`src/rtl/rename_map.sv`:
```
module rename_map #(
  parameter int LREGS = 32,
  parameter int TAG_W = 5,
  localparam int IDX_W = (LREGS > 1) ? $clog2(LREGS) : 1
) (
  input  logic             clk,
  input  logic             rst_n,
  input  logic             req_valid,
  output logic             req_ready,
  input  logic [IDX_W-1:0] dst_idx,
  input  logic [TAG_W-1:0] dst_tag,
  input  logic [IDX_W-1:0] src_a_idx,
  input  logic [IDX_W-1:0] src_b_idx,
  output logic [TAG_W-1:0] src_a_tag,
  output logic [TAG_W-1:0] src_b_tag
);

  logic [LREGS-1:0][TAG_W-1:0] map_q;
  logic fire;

  assign req_ready = rst_n;
  assign fire      = req_valid && req_ready;

  function automatic logic [TAG_W-1:0] lookup(input logic [IDX_W-1:0] idx,
                                              input logic [LREGS-1:0][TAG_W-1:0] m);
    lookup = '0;
    if (int'(idx) < LREGS) lookup = m[idx];
  endfunction

  assign src_a_tag = lookup(src_a_idx, map_q);
  assign src_b_tag = lookup(src_b_idx, map_q);

  for (genvar g = 0; g < LREGS; g++) begin : g_entry
    if (g == 0) begin : g_zero
      always_ff @(posedge clk or negedge rst_n)
        if (!rst_n) map_q[g] <= '0;
        else        map_q[g] <= '0;
    end else begin : g_live
      always_ff @(posedge clk or negedge rst_n)
        if (!rst_n)                             map_q[g] <= '0;
        else if (fire && int'(dst_idx) == g)    map_q[g] <= dst_tag;
    end
  end

  p_zero_read_r4: assert property (@(posedge clk) disable iff (!rst_n)
    (src_a_idx == '0) |-> (src_a_tag == '0));

  p_write_lands_r5: assert property (@(posedge clk) disable iff (!rst_n)
    (fire && dst_idx != '0 && int'(dst_idx) < LREGS) |=> (map_q[$past(dst_idx)] == $past(dst_tag)));

  p_old_seen_r2: assert property (@(posedge clk) disable iff (!rst_n)
    (fire && dst_idx != '0) |=>
      ((src_b_idx == $past(dst_idx)) -> (src_b_tag == $past(dst_tag))));

  p_idle_hold_r6: assert property (@(posedge clk) disable iff (!rst_n)
    (!req_valid) |=> $stable(map_q));

  p_zero_dst_r4: assert property (@(posedge clk) disable iff (!rst_n)
    (fire && dst_idx == '0) |=> $stable(map_q));

endmodule

```
`config.mk`:
```
export PLATFORM = sky130hd
export DESIGN_NAME = rename_map
export DESIGN_NICKNAME = d
export VERILOG_FILES = /design/src/rtl/rename_map.sv
export SDC_FILE = /design/constraint.sdc
export NUM_CORES = 1
export LEC_CHECK = 0
export ABC_AREA = 1
export ABC_CLOCK_PERIOD_IN_PS = 1300
export BUFFER_PORTS_ARGS = -buffer_cell sky130_fd_sc_hd__buf_2
export CAP_MARGIN = 20
export CORE_ASPECT_RATIO = 1.5
export CORE_MARGIN = 5
export CORE_UTILIZATION = 53
export CTS_BUF_LIST = sky130_fd_sc_hd__clkbuf_4 sky130_fd_sc_hd__clkbuf_8 sky130_fd_sc_hd__clkbuf_16
export DETAILED_ROUTE_END_ITERATION = 12
export GPL_TIMING_DRIVEN = 0
export HOLD_SLACK_MARGIN = 0.12
export PLACE_DENSITY_LB_ADDON = 0.15
export SYNTH_ARGS = -nofsm -noshare
export SYNTH_HDL_FRONTEND = slang
export SYNTH_SLANG_ARGS = --single-unit
```
`constraint.sdc`:
```
create_clock -name clk -period 1.3 [get_ports clk]
set_clock_uncertainty 0.1 [all_clocks]
set_input_delay 0.13 -clock clk [delete_from_list [all_inputs] [get_ports clk]]
set_output_delay 0.13 -clock clk [all_outputs]
set_load 0.01 [all_outputs]
```
==> metrics.cfg <==
[place]
numPortBuffers=30
dp.cells=1571
post_dp_cell_area_sq_um=9640
place_ws_ns=-0.973
routabilityCongestion=1.04
dp_hpwl_microns=23100

[detailed_routing]
wirelength_microns=33400
wl_per_cell_microns=20.6
top_layer_used=met4
drc_errors=0
wl_met2_microns=15900
drt-met1-wl_microns=12300
vias=9501
wl_met3_microns=2520
drt-initial-drc-count=1106
route.antenna.remaining_nets=0
firstDrtPassIters=7
vias_per_cell=5.86

[clock_tree]
cts_sinks=155
cts.clk_slew.worst_paths_ns=0.07
cts_hold_buf=6
clock-root-buffer=clkbuf_16
numCtsBuffers=17
htreeDepth=4
insertion_delay_ns=0.44
cts_tree=built
clockBufferDepth=2

[die]
fp.dieW_microns=118
io_pins=34
die_h_microns=171
fp-row-count=59
fp.dieArea_sq_um=20100
core_sq_um=17200
start_util=0.534

[sta]
max_slew.worst_pin.slew_ns=0.823
whs_ns=-0.566
drv_slew=0
tns_ns=-5.85
setup_viol=10
fin_ws_ns=-0.639
post-route-period-util=1.49
period_needed_ns=1.94
relSlewSlack=0.452
hold_viol=155
rsz0062_at_grt=true
fmax_mhz=516

[logic_synthesis]
synth_top_area_share=0.422
avgSynthCellArea_sq_um=6.93
synth_area_sq_um=9190
ys_seq_area_frac=0.422
ys_ff_latch=155
synth.distinct_cells=22
synthTopCellsByArea=dfrtp_1 42%, nand2_1 19%, nand3_1 13%
syn_nets=1350
synth_largest_area_cell=dfrtp_1
ys_warn_count=0
synth_cells=1327

[setup_path]
end_kind=primary output
cp_cell_sequence=inv_2 > nand2_1 > nand3_2 > nand3_2 > nand3_2 > nand2_2 > nand2_1 > nand2_1 > buf_2
crit_buf_inv=2
worstPathArrival_ns=1.71
crit_type=reg2out
cp_slowest_cell=dfrtp_1
cp_max_fo=2
critPathMaxStageDelay_ns=0.41
crit_path_start_kind=flop
required_ns=1.07
cp_top_family=simple AND/OR/NAND/NOR gates

[power_and_ir_drop]
power.density_nw_per_um2=1320
ir_drop_uv=894
power_mw=14.5
p_leak_nw=5.31

[flow_run]
max_cap_viol_count=0

[final_layout]
largest_reg_flops=155
fin_cells=1620
final_nets=1417
n_fill_cell=1576
antenna_cells=0
top_register=map_q
final_util=0.639
fin_area_sq_um=11000
drive_gt1_frac=0.224
syn2layout_area_growth_pct=19.6
reg.largest.list=map_q (155)

[grt]
first_global_vias=8862
grt_usage=0.321
grt-ovfl-total=0
grt_pass1_wl_microns=49400
antenna_found_initial=0
grt_max_degree=75

[hold_path]
hp-class=in2async

[status]
violations=negative hold slack, negative setup slack
outcome=finished with violations

layer usage:
metal  track usage  vias to the layer above
met5             0                        -
li1              -                     4402
met3        0.0457                      169
met2         0.540                      577
met4         0.233                        0
met1         0.377                     4353
cells by family after synthesis:
group | share of synthesized area
and+or+nand+nor | 0.376
buffers and inverters | 0.0954
AOI/OAI and AO/OA | 0.106
DFF | 0.422
layout by cell type (no fill, tap or decap), drive strengths merged:
cell / n
nand2: 487
nand3: 244
dfrtp: 155
o21ai: 155
inv: 139
buf: 82
clkbuf: 50
a21oi: 40
nor2: 36
dlygate4sd3: 6
clkinv: 6
bufinv: 4
nor4: 1
nor3: 1
bufbuf: 1
what timing repair did:
item	in CTS	in global routing
setup buffers	3	7
endpoints found under the hold margin	170	155
setup endpoints to repair	166	41
gates cloned	1	0
pin swaps	49	55
resized for setup	83	74
where the power goes:
part / leakage (nW) / switching (mW) / internal [mW]
Combinational: 2.92 / 2.00 / 1.04
Clock: 0.320 / 2.29 / 3.30
Sequential: 2.07 / 0.457 / 5.45
Total: 5.31 / 4.74 / 9.78
final timing paths:
check                                           start                     end  slack, ns  depth (start not counted)
worst max register to register  map_q[48]$_DFFE_PN0P_   map_q[48]$_DFFE_PN0P_       0.27                          4
worst max-delay path            map_q[59]$_DFFE_PN0P_            src_b_tag[4]      -0.64                          9
worst min-delay path                            rst_n  map_q[133]$_DFFE_PN0P_      -0.57                          1
min in group clk                           dst_idx[4]    map_q[9]$_DFFE_PN0P_       0.11                          4
max in group asynchronous                       rst_n  map_q[142]$_DFFE_PN0P_       1.00                          2
worst min register to register  map_q[14]$_DFFE_PN0P_   map_q[14]$_DFFE_PN0P_       0.39                          2
Yosys cell counts:
master / number
nor4_4: 1
clkbuf_1: 29
o21ai_0: 86
nand3_2: 4
dfrtp_1: 155
o21ai_1: 69
buf_2: 26
inv_2: 4
nor2_2: 2
nor2_4: 13
clkinv_1: 2
nor2_1: 21
nand2_2: 22
nand3_1: 240
nand2_1: 457
a21oi_1: 40
buf_4: 7
inv_1: 128
buf_1: 7
nor3_4: 1
nand2_4: 8
buf_6: 5
area by class of cell:
class / count / area (sq um) / area share
multi-input cells: 964 / 4920 / 0.448
clock buffers: 17 / 425 / 0.0387
inverters: 134 / 503 / 0.0458
plain buffers: 74 / 389 / 0.0354
repair buffers: 48 / 380 / 0.0346
well taps: 213 / 267 / 0.0243
clock inverters: 15 / 226 / 0.0206
flip-flops and latches: 155 / 3880 / 0.353
Note: power is estimated with default switching activity, not from simulation.
